**config.mk**
```make
export PLATFORM = sky130hd
export DESIGN_NAME = gpio_pinmux_ctrl
export DESIGN_NICKNAME = d
export VERILOG_FILES = /design/src/rtl/gpio_pinmux_pkg.sv /design/src/rtl/gpio_reg_decode.sv /design/src/rtl/gpio_fsel_bank.sv /design/src/rtl/gpio_level_drive.sv /design/src/rtl/gpio_sd_route.sv /design/src/rtl/gpio_pinmux_ctrl.sv
export SDC_FILE = /design/constraint.sdc
export NUM_CORES = 1
export LEC_CHECK = 0
export BUFFER_PORTS_ARGS = -buffer_cell sky130_fd_sc_hd__clkbuf_2
export CAP_MARGIN = 0
export CORE_MARGIN = 3
export CORE_UTILIZATION = 25
export CTS_CLUSTER_DIAMETER = 120
export DETAILED_ROUTE_END_ITERATION = 7
export PLACE_DENSITY = 0.5
export RECOVER_POWER = 100
export SYNTH_ARGS = -nofsm -noshare
export SYNTH_HDL_FRONTEND = slang
export SYNTH_HIERARCHICAL = 1
export SYNTH_SLANG_ARGS = --single-unit
export TNS_END_PERCENT = 30
```
**constraint.sdc**
```tcl
create_clock -name clk -period 4.5 [get_ports clk]
set_input_delay 0 -clock clk [delete_from_list [all_inputs] [get_ports clk]]
set_output_delay 0 -clock clk [all_outputs]
set_load 0.02 [all_outputs]
```
**src/rtl/gpio_pinmux_pkg.sv**
```systemverilog
package gpio_pinmux_pkg;

  typedef enum logic [3:0] {
    ACC_NONE,
    ACC_FSEL,
    ACC_SET_LO,
    ACC_SET_HI,
    ACC_CLR_LO,
    ACC_CLR_HI,
    ACC_LEV_LO,
    ACC_LEV_HI,
    ACC_INERT,
    ACC_BAD
  } acc_kind_e;

  localparam logic [11:0] OFS_SET_LO  = 12'h01C;
  localparam logic [11:0] OFS_SET_HI  = 12'h020;
  localparam logic [11:0] OFS_CLR_LO  = 12'h028;
  localparam logic [11:0] OFS_CLR_HI  = 12'h02C;
  localparam logic [11:0] OFS_LEV_LO  = 12'h034;
  localparam logic [11:0] OFS_LEV_HI  = 12'h038;
  localparam logic [11:0] OFS_INERT_LO = 12'h040;
  localparam logic [11:0] OFS_INERT_HI = 12'h09C;

  localparam int FN_CODE_OUT  = 1;
  localparam int FN_CODE_SD_A = 0;
  localparam int FN_CODE_SD_B = 4;

endpackage

```
**src/rtl/gpio_reg_decode.sv**
```systemverilog
module gpio_reg_decode
  import gpio_pinmux_pkg::*;
#(
  parameter int ADDR_W    = 12,
  parameter int FSEL_REGS = 6,
  parameter int IDX_W     = $clog2(FSEL_REGS)
) (
  input  logic              valid,
  input  logic [ADDR_W-1:0] addr,
  output acc_kind_e         kind,
  output logic [IDX_W-1:0]  fsel_idx
);

  localparam logic [ADDR_W-1:0] FSEL_END = ADDR_W'(FSEL_REGS * 4);

  assign fsel_idx = addr[IDX_W+1:2];

  always_comb begin
    if (!valid) begin
      kind = ACC_NONE;
    end else if (addr[1:0] != 2'b00) begin
      kind = ACC_BAD;
    end else if (addr < FSEL_END) begin
      kind = ACC_FSEL;
    end else begin
      case (addr)
        ADDR_W'(OFS_SET_LO): kind = ACC_SET_LO;
        ADDR_W'(OFS_SET_HI): kind = ACC_SET_HI;
        ADDR_W'(OFS_CLR_LO): kind = ACC_CLR_LO;
        ADDR_W'(OFS_CLR_HI): kind = ACC_CLR_HI;
        ADDR_W'(OFS_LEV_LO): kind = ACC_LEV_LO;
        ADDR_W'(OFS_LEV_HI): kind = ACC_LEV_HI;
        default: begin
          if (addr >= ADDR_W'(OFS_INERT_LO) && addr <= ADDR_W'(OFS_INERT_HI))
            kind = ACC_INERT;
          else
            kind = ACC_BAD;
        end
      endcase
    end
  end

endmodule

```
**src/rtl/gpio_fsel_bank.sv**
```systemverilog
module gpio_fsel_bank #(
  parameter int NUM_PINS  = 54,
  parameter int FN_W      = 3,
  parameter int PER_WORD  = 10,
  parameter int FSEL_REGS = 6,
  parameter int IDX_W     = 3,
  parameter int WIN_LO    = 48,
  parameter int WIN_N     = 6,
  localparam int FIELD_W  = PER_WORD * FN_W
) (
  input  logic                      clk,
  input  logic                      rst_n,
  input  logic                      wr_en,
  input  logic [IDX_W-1:0]          wr_idx,
  input  logic [FIELD_W-1:0]        wr_data,
  input  logic [IDX_W-1:0]          rd_idx,
  output logic [FIELD_W-1:0]        rd_word,
  output logic [NUM_PINS*FN_W-1:0]  codes,
  output logic [WIN_N*FN_W-1:0]     win_next
);

  logic [FN_W-1:0] code_q [NUM_PINS];
  logic [FN_W-1:0] code_d [NUM_PINS];

  for (genvar p = 0; p < NUM_PINS; p++) begin : g_pin
    localparam int REG  = p / PER_WORD;
    localparam int SLOT = p % PER_WORD;

    always_comb begin
      code_d[p] = code_q[p];
      if (wr_en && (wr_idx == IDX_W'(REG)))
        code_d[p] = wr_data[SLOT*FN_W +: FN_W];
    end

    always_ff @(posedge clk or negedge rst_n) begin
      if (!rst_n)
        code_q[p] <= '0;
      else
        code_q[p] <= code_d[p];
    end

    assign codes[p*FN_W +: FN_W] = code_q[p];
  end

  for (genvar w = 0; w < WIN_N; w++) begin : g_win
    assign win_next[w*FN_W +: FN_W] = code_d[WIN_LO + w];
  end

  always_comb begin
    rd_word = '0;
    for (int p = 0; p < NUM_PINS; p++) begin
      if (int'(rd_idx) == p / PER_WORD)
        rd_word[(p % PER_WORD)*FN_W +: FN_W] = code_q[p];
    end
  end

endmodule

```
**src/rtl/gpio_level_drive.sv**
```systemverilog
module gpio_level_drive #(
  parameter int NUM_PINS = 54,
  parameter int FN_W     = 3,
  parameter int OUT_CODE = 1
) (
  input  logic                     clk,
  input  logic                     rst_n,
  input  logic                     set_en,
  input  logic                     clr_en,
  input  logic [NUM_PINS-1:0]      mask,
  input  logic [NUM_PINS*FN_W-1:0] codes,
  output logic [NUM_PINS-1:0]      level,
  output logic [NUM_PINS-1:0]      pin_out
);

  logic [NUM_PINS-1:0] level_d;
  logic [NUM_PINS-1:0] pin_d;

  for (genvar p = 0; p < NUM_PINS; p++) begin : g_pin
    logic is_out;
    assign is_out = (codes[p*FN_W +: FN_W] == FN_W'(OUT_CODE));

    always_comb begin
      level_d[p] = level[p];
      pin_d[p]   = pin_out[p];
      if (set_en && mask[p]) begin
        level_d[p] = 1'b1;
        if (!level[p] && is_out) pin_d[p] = 1'b1;
      end else if (clr_en && mask[p]) begin
        level_d[p] = 1'b0;
        if (level[p] && is_out) pin_d[p] = 1'b0;
      end
    end
  end

  always_ff @(posedge clk or negedge rst_n) begin
    if (!rst_n) begin
      level   <= '0;
      pin_out <= '0;
    end else if (set_en || clr_en) begin
      level   <= level_d;
      pin_out <= pin_d;
    end
  end

endmodule

```
**src/rtl/gpio_sd_route.sv**
```systemverilog
module gpio_sd_route #(
  parameter int FN_W   = 3,
  parameter int WIN_N  = 6,
  parameter int CODE_A = 0,
  parameter int CODE_B = 4
) (
  input  logic                  clk,
  input  logic                  rst_n,
  input  logic                  upd,
  input  logic [WIN_N*FN_W-1:0] win_next,
  output logic                  sel_b
);

  logic all_a;
  logic all_b;
  logic sel_d;

  always_comb begin
    all_a = 1'b1;
    all_b = 1'b1;
    for (int w = 0; w < WIN_N; w++) begin
      if (win_next[w*FN_W +: FN_W] != FN_W'(CODE_A)) all_a = 1'b0;
      if (win_next[w*FN_W +: FN_W] != FN_W'(CODE_B)) all_b = 1'b0;
    end
    sel_d = sel_b;
    if (all_a)      sel_d = 1'b0;
    else if (all_b) sel_d = 1'b1;
  end

  always_ff @(posedge clk or negedge rst_n) begin
    if (!rst_n)
      sel_b <= 1'b0;
    else if (upd)
      sel_b <= sel_d;
  end

endmodule

```
**src/rtl/gpio_pinmux_ctrl.sv**
```systemverilog
module gpio_pinmux_ctrl
  import gpio_pinmux_pkg::*;
#(
  parameter int NUM_PINS = 54,
  parameter int FN_W     = 3,
  parameter int PER_WORD = 10,
  parameter int ADDR_W   = 12,
  parameter int DATA_W   = 32,
  parameter int SD_FIRST = 48,
  parameter int SD_COUNT = 6
) (
  input  logic                clk,
  input  logic                rst_n,
  input  logic                req_valid,
  input  logic                req_write,
  input  logic [ADDR_W-1:0]   req_addr,
  input  logic [DATA_W-1:0]   req_wdata,
  output logic [DATA_W-1:0]   rsp_rdata,
  output logic                bad_addr,
  output logic [NUM_PINS-1:0] pin_out,
  output logic                sd_route
);

  localparam int FSEL_REGS = (NUM_PINS + PER_WORD - 1) / PER_WORD;
  localparam int IDX_W     = $clog2(FSEL_REGS);
  localparam int FIELD_W   = PER_WORD * FN_W;
  localparam int HI_W      = NUM_PINS - DATA_W;

  acc_kind_e                 kind;
  logic [IDX_W-1:0]          fsel_idx;
  logic [FIELD_W-1:0]        fsel_rd;
  logic [NUM_PINS*FN_W-1:0]  codes;
  logic [SD_COUNT*FN_W-1:0]  win_next;
  logic [NUM_PINS-1:0]       level;
  logic [NUM_PINS-1:0]       mask;
  logic                      wr, rd;
  logic                      fsel_we, set_we, clr_we;
  logic [DATA_W-1:0]         rd_val, rdata_d;

  assign wr      = req_valid && req_write;
  assign rd      = req_valid && !req_write;
  assign fsel_we = wr && (kind == ACC_FSEL);
  assign set_we  = wr && (kind == ACC_SET_LO || kind == ACC_SET_HI);
  assign clr_we  = wr && (kind == ACC_CLR_LO || kind == ACC_CLR_HI);

  always_comb begin
    if (kind == ACC_SET_HI || kind == ACC_CLR_HI)
      mask = {req_wdata[HI_W-1:0], {DATA_W{1'b0}}};
    else
      mask = {{HI_W{1'b0}}, req_wdata};
  end

  gpio_reg_decode #(
    .ADDR_W(ADDR_W), .FSEL_REGS(FSEL_REGS), .IDX_W(IDX_W)
  ) u_decode (
    .valid(req_valid), .addr(req_addr), .kind(kind), .fsel_idx(fsel_idx)
  );

  gpio_fsel_bank #(
    .NUM_PINS(NUM_PINS), .FN_W(FN_W), .PER_WORD(PER_WORD),
    .FSEL_REGS(FSEL_REGS), .IDX_W(IDX_W),
    .WIN_LO(SD_FIRST), .WIN_N(SD_COUNT)
  ) u_fsel (
    .clk(clk), .rst_n(rst_n), .wr_en(fsel_we), .wr_idx(fsel_idx),
    .wr_data(req_wdata[FIELD_W-1:0]), .rd_idx(fsel_idx), .rd_word(fsel_rd),
    .codes(codes), .win_next(win_next)
  );

  gpio_level_drive #(
    .NUM_PINS(NUM_PINS), .FN_W(FN_W), .OUT_CODE(FN_CODE_OUT)
  ) u_level (
    .clk(clk), .rst_n(rst_n), .set_en(set_we), .clr_en(clr_we),
    .mask(mask), .codes(codes), .level(level), .pin_out(pin_out)
  );

  gpio_sd_route #(
    .FN_W(FN_W), .WIN_N(SD_COUNT),
    .CODE_A(FN_CODE_SD_A), .CODE_B(FN_CODE_SD_B)
  ) u_sd (
    .clk(clk), .rst_n(rst_n), .upd(fsel_we), .win_next(win_next), .sel_b(sd_route)
  );

  always_comb begin
    case (kind)
      ACC_FSEL:   rd_val = {{(DATA_W-FIELD_W){1'b0}}, fsel_rd};
      ACC_LEV_LO: rd_val = level[DATA_W-1:0];
      ACC_LEV_HI: rd_val = {{(2*DATA_W-NUM_PINS){1'b0}}, level[NUM_PINS-1:DATA_W]};
      default:    rd_val = '0;
    endcase
    rdata_d = rd ? rd_val : '0;
  end

  always_ff @(posedge clk or negedge rst_n) begin
    if (!rst_n) begin
      rsp_rdata <= '0;
      bad_addr  <= 1'b0;
    end else begin
      rsp_rdata <= rdata_d;
      bad_addr  <= (kind == ACC_BAD);
    end
  end

endmodule

```
==> results of run 1 <==
sequential cells by signal, indices dropped and copies added (netlist names):
register	cells
u_sd/sel_b	1
rsp_rdata	32
u_fsel/codes	162
u_level/pin_out	54
u_level/level	54
bad_addr	1
per-layer routing:
layer	track usage	vias to the layer above	routed length, um
met1	0.231	6064	24900
met3	0.0344	69	3400
met5	0	-	0
li1	-	5325	-
met2	0.257	344	24600
met4	0.0498	0	1310
cell families (layout without fill, tap and decap cells):
| logic type | Yosys count | in the layout | share of synthesized area |
|---|---|---|---|
| simple gates | 455 | 455 | 0.176 |
| flops | 304 | 304 | 0.491 |
| compound gates | 262 | 262 | 0.121 |
| mux | 241 | 241 | 0.171 |
| buf+inv | 98 | 263 | 0.0390 |
| xor+xnor | 3 | 3 | 0.00218 |
placed cells by master (no fill, tap or decap), types with 22 or more instances in the layout:
master                          count
sky130_fd_sc_hd__nand3b_1          54
sky130_fd_sc_hd__and2_0            32
sky130_fd_sc_hd__mux2i_1           56
sky130_fd_sc_hd__dlygate4sd3_1     35
sky130_fd_sc_hd__o211ai_1          54
sky130_fd_sc_hd__nor2_1            34
sky130_fd_sc_hd__o21ai_0           73
sky130_fd_sc_hd__dfrtp_1          304
sky130_fd_sc_hd__clkbuf_2          45
sky130_fd_sc_hd__and3_1            41
sky130_fd_sc_hd__nand2_1          187
sky130_fd_sc_hd__mux2_1            22
sky130_fd_sc_hd__mux2_2           163
sky130_fd_sc_hd__clkbuf_16         39
sky130_fd_sc_hd__clkbuf_1         108
sky130_fd_sc_hd__a22o_1            54
sky130_fd_sc_hd__nand4bb_1         54
final cells by class:
cell class,instances,area (um^2)
repair buffers,202,1170
clock buffers,52,1070
inverters,1,3.75
flip-flops and latches,304,7610
fillers,6293,42600
multi-input cells,961,7280
clock inverters,8,68.8
well taps,782,978
worst max-delay path by stage:
stage	depth (start not counted)	to	slack [ns]
2_1_floorplan	16	u_sd/sel_b$_DFFE_PN0P_	1.23
3_3_place_gp	13	u_sd/sel_b$_DFFE_PN0P_	0.77
3_5_place_dp	13	u_sd/sel_b$_DFFE_PN0P_	0.71
4_1_cts	13	u_sd/sel_b$_DFFE_PN0P_	1.27
5_1_grt	10	rsp_rdata[21]$_DFF_PN0_	0.76
6_report	12	u_level/pin_out[49]$_DFFE_PN0P_	1.01
power groups by stage:
| stage | sequential [mW] | clock [mW] | combinational (mW) |
|---|---|---|---|
| 2_1_floorplan | 3.11 | 0 | 0.480 |
| 3_3_place_gp | 3.17 | 0 | 0.715 |
| 3_5_place_dp | 3.18 | 0 | 0.728 |
| 4_1_cts | 3.13 | 2.98 | 0.762 |
| 5_1_grt | 3.16 | 3.09 | 0.802 |
| 6_report | 3.13 | 2.90 | 0.739 |
through the flow:
step | total power [mW] | setup slack, ns | area [um^2] | hold WS (ns) | util
after floorplan | 3.59 | 1.23 | 15500 | -0.296 | -
after detailed placement | 3.91 | 0.708 | 16900 | -0.112 | 0.278
after CTS | 6.87 | 1.27 | 18400 | 0.0605 | 0.303
final | 6.77 | 1.01 | 18200 | 0.0691 | 0.299
after global placement | 3.89 | 0.773 | 16900 | -0.114 | 0.278
after global routing | 7.05 | 0.758 | 18200 | 0.0491 | 0.299
==> Flow_metrics.wiki, run 1 <==
{| class="wikitable"
! Metric !! Value
|-
| First-pass DRT Iterations || 5
|-
| Bufs and invs on worst path || 4
|-
| Worst slew margin || -0.423
|-
| Depth of the worst register-to-register path || 5
|-
| Clk Tree Root Cell || sky130_fd_sc_hd__clkbuf_16
|-
| Run status || complete, but fails checks
|-
| Final setup fails || 0
|-
| Internal power of the cells || 5.03 mW
|-
| Fraction of power consumed by combinational cells || 0.109
|-
| Largest net degree at the start of global routing || approximately 160
|-
| Initial antenna violation count || 3
|-
| Layout Nets || 1555
|-
| Total vias in the final route || 11800
|-
| Ports || 136
|-
| Critical Path AT || 3.90 ns
|-
| FF-to-FF Start || u_fsel/codes[133]$_DFFE_PN0N_
|-
| Count of standard-cell rows || 90
|-
| Clock-pin slew reported for the worst setup and hold paths after clock tree synthesis || 0.06 ns
|-
| Period utilisation layout || 0.775
|-
| Clk network pwr share || 0.428
|-
| Via count normalized by instance count || 5.11
|-
| Synthesized instance count || 1363
|-
| Skew-Pair Late Insertion Delay || roughly 0.55 ns
|-
| Fraction of post-synthesis cell area in the top cell type by area || 0.491
|-
| Number of buffers inserted by hold repair at cts || 36
|-
| Number of post-CTS setup repair buffers || 0
|-
| Die Height || approximately 250 um
|-
| WL final || 54200 um
|-
| Final cell count without fillers || 2310
|-
| Number of clock buffers inserted by TritonCTS || 37
|-
| Buffer depth of the longest clock path || 3
|-
| Cell taking the most area after synthesis || sky130_fd_sc_hd__dfrtp_1
|-
| Maximum level of the CTS H-tree || 2
|-
| Critical Path Slowest Stage Cell || sky130_fd_sc_hd__clkbuf_1
|-
| Crit Reg-Reg Endpoint || rsp_rdata[13]$_DFF_PN0_
|-
| Clock Skew || 0.0232 ns
|-
| Setup_tns || 0 ns
|-
| Unrepaired setup endpoints after global routing || false
|-
| Switching share of power || 0.257
|-
| Proportion of synthesized chip area in sequential cells || 0.491
|-
| Sequential cell fraction of total power || 0.463
|-
| Number of placed cells counting well taps || 2214
|-
| WL per Instance || 23.5 um
|-
| CP startpoint || req_addr[3]
|-
| Max Clk Rate || 287 MHz
|-
| Data required time at the worst endpoint || 4.91 ns
|-
| Vias in the first global route || 12000
|-
| Die area || roughly 0.065 mm^2
|-
| Leading post-synthesis cells by cell area || sky130_fd_sc_hd__dfrtp_1 49%, sky130_fd_sc_hd__mux2_2 13%, sky130_fd_sc_hd__nand2_1 4.5%
|-
| Worst Max-Slew Pin Slew || 2.13 ns
|-
| Max-capacitance violation count || 6
|-
| Number of instances on the worst hold path || 2
|-
| Static leakage power || 7.56 nW
|-
| Library cell with the highest instance count after synthesis || sky130_fd_sc_hd__dfrtp_1
|-
| Power Density || 372 mW/mm^2
|-
| Syn_nets || 1411
|-
| Core area || 0.0608 mm^2
|-
| Switching component of the power || 1.74 mW
|-
| Resize count post-CTS || 0
|-
| TritonCTS clock tree || built
|-
| Post-route DRC violation count || 0
|-
| Crit Path Class || in2reg
|-
| Area growth syn-to-layout || 17.4%
|-
| Die W || between 200 and 300 um
|-
| Syn avg cell area || around 11 um^2
|-
| Global-route wire length before repair || 80600 um
|-
| Commonest cells in the netlist || 304 x sky130_fd_sc_hd__dfrtp_1, 187 x sky130_fd_sc_hd__nand2_1, 179 x sky130_fd_sc_hd__mux2_2
|-
| Area of the mapped netlist || approximately 0.015 mm^2
|-
| Violations in the final reports || capacitance limit, slew limit
|-
| CP Capture Type || flop
|-
| Peak ir drop on the vdd network || 0.247 mV
|-
| Number of DRC markers after the initial detailed-route iteration || roughly 970
|-
| Endpoint of the worst hold path || u_fsel/codes[95]$_DFFE_PN0P_
|-
| Number of antenna cells inserted || 0
|-
| Min-Delay Startpoint || req_wdata[5]
|-
| Layout cell share with drive strength beyond 1 || 0.191
|-
| Largest driver fanout on the critical path || 40
|-
| Antenna-violating nets left || 0
|-
| CP most frequent cell || sky130_fd_sc_hd__buf_4
|-
| IO buf count || between 100 and 150
|-
| Initial Utilization || 0.255
|-
| Proportion of register bits with asynchronous set or reset after synthesis || 1.00
|-
| Cell type group with the largest total delay on the critical path || buffers and inverters
|-
| Largest stage delay on the critical path || 0.92 ns
|-
| Number of hold violations in the final report || 0
|-
| Number of synthesized flops with an enable pin || 0
|-
| Overall overflow remaining after global route || 0
|-
| Max-slew violations || 382
|-
| Worst path cell trace || clkbuf_2, buf_4, xnor2_1, nand2_1, nor3_1, buf_4, xor2_1, clkbuf_1, and3_1, nand4bb_1, o21ai_0, o211ai_1
|-
| Sort of element at the start of the critical path || primary input
|-
| Flip-flop and latch count after synthesis || around 300
|-
| Library cells used by synthesis || 52
|-
| Crit path time final || about 3.5 ns
|-
| All-Layer GR Usage || 0.165
|-
| Routability cong. || 0.803
|-
| Most common flop cell mapped by yosys || sky130_fd_sc_hd__dfrtp_1
|-
| Total clock sinks || 304
|-
| Classification of the worst-slack hold path || in2reg
|-
| Total half-perimeter wirelength after legalization and detailed placement || roughly 37000 um
|-
| Reg-to-reg setup timing slack || 2.30 ns
|-
| Yosys warns || 6
|}
Note: power is estimated with default switching activity, not from simulation.
==> run 2, diff against run 1 <==
- clock period: 4.5 -> 3.5 ns (I/O delays scaled with it)
==> run 2 against run 1 <==
The flow still finishes with violations (capacitance limit, slew limit). Die area is the same. Non-clock buffer count rose by 13. Combinational power up 30%. Final cell count increased by 0.61%. Utilization rose by 0.27 points. Critical path type unchanged. Critical endpoint is now u_sd/sel_b$_DFFE_PN0P_. Routed wire length increased by 0.61%. Hold slack gained 0.15 ns. Clock power up 29%. Clock-buffer cell count is 4 lower. Power grew 29%. Worst setup slack lost 0.44 ns. Highest routed layer is now met5. Via count rose by 0.57%.
==> Flow_metrics.wiki, run 2 (synthesized netlist as in run 1, its figures left out) <==
{| class="wikitable"
! Metric !! Value
|-
| Crit path time final || 2.93 ns
|-
| Resize count post-CTS || 0
|-
| Number of clock buffers inserted by TritonCTS || 35
|-
| Static leakage power || between 7 and 8 nW
|-
| Sequential cell fraction of total power || 0.462
|-
| Total vias in the final route || 11900
|-
| Reg-to-reg setup timing slack || about 1.6 ns
|-
| Number of hold violations in the final report || 0
|-
| Clock-pin slew reported for the worst setup and hold paths after clock tree synthesis || around 0.060 ns
|-
| Crit Path Class || in2reg
|-
| CP startpoint || req_valid
|-
| Final setup fails || 0
|-
| Number of DRC markers after the initial detailed-route iteration || 979
|-
| First-pass DRT Iterations || 5
|-
| Ports || 136
|-
| Die W || approximately 250 um
|-
| Largest driver fanout on the critical path || 23
|-
| Post-route DRC violation count || 0
|-
| Via count normalized by instance count || slightly above 5
|-
| Largest net degree at the start of global routing || 109
|-
| Switching component of the power || 2.27 mW
|-
| Sort of element at the start of the critical path || primary input
|-
| Number of instances on the worst hold path || 6
|-
| Worst Max-Slew Pin Slew || 2.87 ns
|-
| Unrepaired setup endpoints after global routing || false
|-
| Layout Nets || roughly 1600
|-
| Skew-Pair Late Insertion Delay || 0.55 ns
|-
| Initial Utilization || 0.255
|-
| Most common cell after layout, fill and taps aside || sky130_fd_sc_hd__dfrtp_1
|-
| Die Height || roughly 250 um
|-
| Fraction of power consumed by combinational cells || 0.110
|-
| Crit Reg-Reg Endpoint || rsp_rdata[13]$_DFF_PN0_
|-
| Die area || ~0.065 mm^2
|-
| Post-layout utilization of the core || 0.302
|-
| Core area || around 0.06 mm^2
|-
| Buffer depth of the longest clock path || 3
|-
| Power Density || between 400 and 500 mW/mm^2
|-
| Total clock sinks || 304
|-
| Classification of the worst-slack hold path || in2reg
|-
| Depth of the worst register-to-register path || 6
|-
| Setup slack after layout || 0.573 ns
|-
| Worst path cell trace || dlygate4sd3_1, clkbuf_1, o21ai_0, nand2_1, nor4b_4, and3_1, nand2b_1, nor3b_4, buf_4, mux2_1, and4_1, a41oi_1, a31oi_1
|-
| All-Layer GR Usage || 0.167
|-
| Worst slew margin || -0.911
|-
| FF-to-FF Start || u_fsel/codes[13]$_DFFE_PN0P_
|-
| WL per Instance || about 23 um
|-
| Overall overflow remaining after global route || 0
|-
| Number of post-CTS setup repair buffers || 0
|-
| Clk network pwr share || 0.428
|-
| Total half-perimeter wirelength after legalization and detailed placement || 37900 um
|-
| Post-route standard cell area excluding fillers || 0.0183 mm^2
|-
| Switching share of power || 0.260
|-
| TritonCTS clock tree || built
|-
| CP Capture Type || flop
|-
| Layout cell share with drive strength beyond 1 || 0.204
|-
| Critical Path Slowest Stage Cell || sky130_fd_sc_hd__dlygate4sd3_1
|-
| Antenna-violating nets left || 0
|-
| Clock Skew || 0.0214 ns
|-
| Largest stage delay on the critical path || between 0.5 and 0.6 ns
|-
| Endpoint of the worst hold path || bad_addr$_DFF_PN0_
|-
| Critical Path AT || 3.36 ns
|-
| IO buf count || ~140
|-
| Run status || complete, but fails checks
|-
| Maximum level of the CTS H-tree || 2
|-
| Most frequent cells in the layout || 304 x sky130_fd_sc_hd__dfrtp_1, 187 x sky130_fd_sc_hd__nand2_1, 165 x sky130_fd_sc_hd__mux2_2
|-
| Internal power of the cells || 6.48 mW
|-
| Vias in the first global route || 12100
|-
| Count of standard-cell rows || 90
|-
| Max-capacitance violation count || 1
|-
| Max Clk Rate || 342 MHz
|-
| Violations in the final reports || capacitance limit, slew limit
|-
| Max-slew violations || 105
|-
| Fin Hold WS || about 0.21 ns
|-
| Min-Delay Startpoint || req_addr[7]
|-
| Setup_tns || 0 ns
|-
| Data required time at the worst endpoint || 3.93 ns
|-
| Initial antenna violation count || 3
|-
| Area growth syn-to-layout || 18.4%
|-
| Peak ir drop on the vdd network || 0.271 mV
|-
| Pre-CTS worst setup slack || 0.147 ns
|-
| Number of buffers inserted by hold repair at cts || 35
|-
| Period utilisation layout || 0.836
|-
| Clk Tree Root Cell || sky130_fd_sc_hd__clkbuf_16
|-
| WL final || 54600 um
|-
| Max reg flops || 162
|-
| Global-route wire length before repair || 81800 um
|-
| Area after detailed placement || 0.0170 mm^2
|-
| Routability cong. || roughly 0.8
|}
run 2: power groups by stage:
stage | Clock, mW | Combinational (mW) | Sequential [mW]
6_report | 3.75 | 0.963 | 4.04
5_1_grt | 3.97 | 1.04 | 4.08
4_1_cts | 3.84 | 0.984 | 4.04
3_3_place_gp | 0 | 0.925 | 4.10
3_5_place_dp | 0 | 0.944 | 4.10
2_1_floorplan | 0 | 0.617 | 3.99
run 2: worst max path at each step:
stage / to / cells past startpoint
after floorplan: u_sd/sel_b$_DFFE_PN0P_ / 16
after global placement: u_sd/sel_b$_DFFE_PN0P_ / 13
after detailed placement: u_sd/sel_b$_DFFE_PN0P_ / 14
after CTS: u_sd/sel_b$_DFFE_PN0P_ / 13
after global routing: u_fsel/codes[12]$_DFFE_PN0P_ / 3
final: u_sd/sel_b$_DFFE_PN0P_ / 13
run 2: metrics by stage:
stage,power [mW],instances
finish,8.75,2324
global route,9.10,2324
CTS,8.86,2323
detailed placement,5.05,2228
global placement,5.03,2228
floorplan,4.61,1363
run 2: layout make-up:
cell class / instances / area, um^2
well taps: 782 / 978
multi-input cells: 961 / 7280
flip-flops and latches: 304 / 7610
clock inverters: 12 / 130
inverters: 1 / 3.75
clock buffers: 48 / 1030
fillers: 6284 / 42500
diodes: 1 / 2.50
repair buffers: 215 / 1320
run 2: metal layers:
layer	GRT usage	part of all wire	vias up
met5	0	0.00024	-
met3	0.0354	0.059	76
met1	0.231	0.46	6127
met4	0.0510	0.024	2
met2	0.265	0.46	317
li1	-	-	5347
run 2: worst max-delay path, delay by kind of cell:
kind / cells / cell delay (ns)
AND/OR/NAND/NOR: 6 / 1.32
buffers and inverters: 3 / 1.19
AO/OA/AOI/OAI: 3 / 0.42
multiplexers: 1 / 0.40
==> run 3, diff against run 2 <==
- clock period: 3.5 -> 3 ns (I/O delays scaled with it)
==> run 3 against run 2 <==
The flow still finishes with violations (capacitance limit, slew limit). Worst setup slack lost 0.34 ns. Clock-buffer cell count grew 5. Via count grew 1.6%. Register-to-register slack lost 0.51 ns. Flip-flop and latch count is the same. Routed wire length grew 0.30%. Clock skew shrank 0.0036 ns. Sequential power grew 17%. Largest cell class unchanged.
==> Flow_metrics.wiki, run 3 (synthesized netlist as in run 1, its figures left out) <==
{| class="wikitable"
! Metric !! Value
|-
| Worst slew margin || -0.262
|-
| Most common cell after layout, fill and taps aside || sky130_fd_sc_hd__dfrtp_1
|-
| Largest net degree at the start of global routing || 87
|-
| Sort of element at the start of the critical path || primary input
|-
| Post-route standard cell area excluding fillers || 0.0186 mm^2
|-
| Critical Path AT || 3.19 ns
|-
| Max reg flops || 162
|-
| Classification of the worst-slack hold path || in2reg
|-
| Crit path time final || approximately 2.8 ns
|-
| Vias in the first global route || 11900
|-
| WL per Instance || 23.4 um
|-
| Max-capacitance violation count || 1
|-
| Maximum level of the CTS H-tree || 2
|-
| Depth of the worst register-to-register path || 6
|-
| Number of placed cells counting well taps || 2249
|-
| Ports || between 100 and 150
|-
| CP Capture Type || flop
|-
| Overall overflow remaining after global route || 0
|-
| Area growth syn-to-layout || 20.2%
|-
| Layout Nets || between 1500 and 2000
|-
| Clock Skew || about 0.018 ns
|-
| Layout cell share with drive strength beyond 1 || 0.220
|-
| Number of clock buffers inserted by TritonCTS || 34
|-
| Global-route wire length before repair || 80800 um
|-
| Final cell count without fillers || between 2000 and 2500
|-
| Largest stage delay on the critical path || 0.81 ns
|-
| Setup slack after layout || 0.235 ns
|-
| Routability cong. || 0.853
|-
| Initial antenna violation count || 5
|-
| Total clock sinks || 304
|-
| Number of DRC markers after the initial detailed-route iteration || 1094
|-
| Skew-Pair Late Insertion Delay || 0.53 ns
|-
| Worst path cell trace || clkbuf_2, nor4_4, nand2_1, clkbuf_1, nor3_2, clkbuf_1, clkbuf_2, nor4b_1, clkbuf_1, buf_12, nand3b_1, o211ai_1
|-
| Critical Path Slowest Stage Cell || sky130_fd_sc_hd__nor4b_1
|-
| IO buf count || 135
|-
| Run status || complete, but fails checks
|-
| Pre-CTS worst setup slack || -0.160 ns
|-
| Max-slew violations || 68
|-
| Clock-pin slew reported for the worst setup and hold paths after clock tree synthesis || 0.07 ns
|-
| Post-route DRC violation count || 0
|-
| Number of instances on the worst hold path || 2
|-
| All-Layer GR Usage || 0.166
|-
| Crit Path Class || in2reg
|-
| Initial Utilization || 0.255
|-
| Peak ir drop on the vdd network || 0.288 mV
|-
| Unrepaired setup endpoints after global routing || false
|-
| First-pass DRT Iterations || 7
|-
| Die area || 0.0650 mm^2
|-
| Overall Power || 10.3 mW
|-
| Fin Hold WS || 0.0202 ns
|-
| TritonCTS clock tree || built
|-
| CP most frequent cell || sky130_fd_sc_hd__clkbuf_1
|-
| Largest driver fanout on the critical path || 46
|-
| Count of standard-cell rows || 90
|-
| Die Height || 255 um
|-
| Power Density || around 550 mW/mm^2
|-
| Die W || 255 um
|-
| Via count normalized by instance count || a little over 5
|-
| Antenna-violating nets left || 0
|-
| Core area || between 0.06 and 0.07 mm^2
|-
| Area after detailed placement || 0.0174 mm^2
|-
| Period utilisation layout || 0.922
|-
| Total vias in the final route || about 12000
|-
| Violations in the final reports || capacitance limit, slew limit
|-
| Worst Max-Slew Pin Slew || 1.89 ns
|-
| Buffer depth of the longest clock path || 3
|-
| WL final || approximately 55000 um
|-
| Total half-perimeter wirelength after legalization and detailed placement || between 30000 and 40000 um
|-
| Max Clk Rate || roughly 360 MHz
|-
| Data required time at the worst endpoint || 3.43 ns
|-
| Clk Tree Root Cell || sky130_fd_sc_hd__clkbuf_16
|-
| Number of hold violations in the final report || 0
|-
| Most frequent cells in the layout || 304 x sky130_fd_sc_hd__dfrtp_1, 187 x sky130_fd_sc_hd__nand2_1, 170 x sky130_fd_sc_hd__mux2_2
|-
| Static leakage power || 7.79 nW
|-
| Resize count post-CTS || 0
|-
| Final setup fails || 0
|}
[run 3: critical path, delay by kind of cell]
kind                   cells  cell delay [ns]
AOI/OAI and AO/OA          1             0.19
buffers and inverters      6             1.80
and+or+nand+nor            5             1.15
[run 3: repair_timing]
| action | in CTS | in global routing |
|---|---|---|
| hold buffers | 29 | 0 |
| hold endpoints to repair | 268 | 0 |
| buffers inserted | 0 | 0 |
[run 3: cell type report]
cell class / count / area, um^2
inverter: 1 / 3.75
antenna: 2 / 5.00
clock buffer: 53 / 1090
fill: 6237 / 42200
timing repair buffer: 230 / 1490
sequential: 304 / 7610
clock inverter: 8 / 98.8
tap: 782 / 978
multi-input combinational: 961 / 7350
[run 3: where the power goes]
group	total (mW)	switching [mW]	internal, mW
sequential	4.71	0.285	4.43
combinational	1.18	0.593	0.586
clock	4.41	1.74	2.67
total	10.3	2.62	7.68
[run 3: per-layer routing]
| layer | up-vias | part of all wire | GRT usage |
|---|---|---|---|
| li1 | 5382 | - | - |
| met1 | 6231 | 0.48 | 0.239 |
| met2 | 370 | 0.44 | 0.252 |
| met3 | 74 | 0.063 | 0.0331 |
| met4 | 2 | 0.025 | 0.0471 |
| met5 | - | 0.00024 | 0 |
[run 3: worst paths after layout]
path	startpoint	end	slack [ns]
max	req_addr[10]	u_level/pin_out[40]$_DFFE_PN0P_	0.24
min	req_wdata[2]	u_fsel/codes[92]$_DFFE_PN0P_	0.02
max reg2reg	u_fsel/codes[133]$_DFFE_PN0N_	rsp_rdata[13]$_DFF_PN0_	1.07
min reg2reg	u_fsel/codes[61]$_DFFE_PN0P_	u_fsel/codes[61]$_DFFE_PN0P_	0.52
max in group asynchronous	rst_n	u_level/pin_out[52]$_DFFE_PN0P_	1.17
min in group asynchronous	rst_n	rsp_rdata[27]$_DFF_PN0_	0.55
[run 3: metrics by stage]
stage / utilization / TNS [ns]
6_report: 0.306 / 0
5_1_grt: 0.306 / 0
4_1_cts: 0.310 / 0
3_5_place_dp: 0.286 / -0.160
3_3_place_gp: 0.286 / -0.157
2_1_floorplan: - / -0.0288
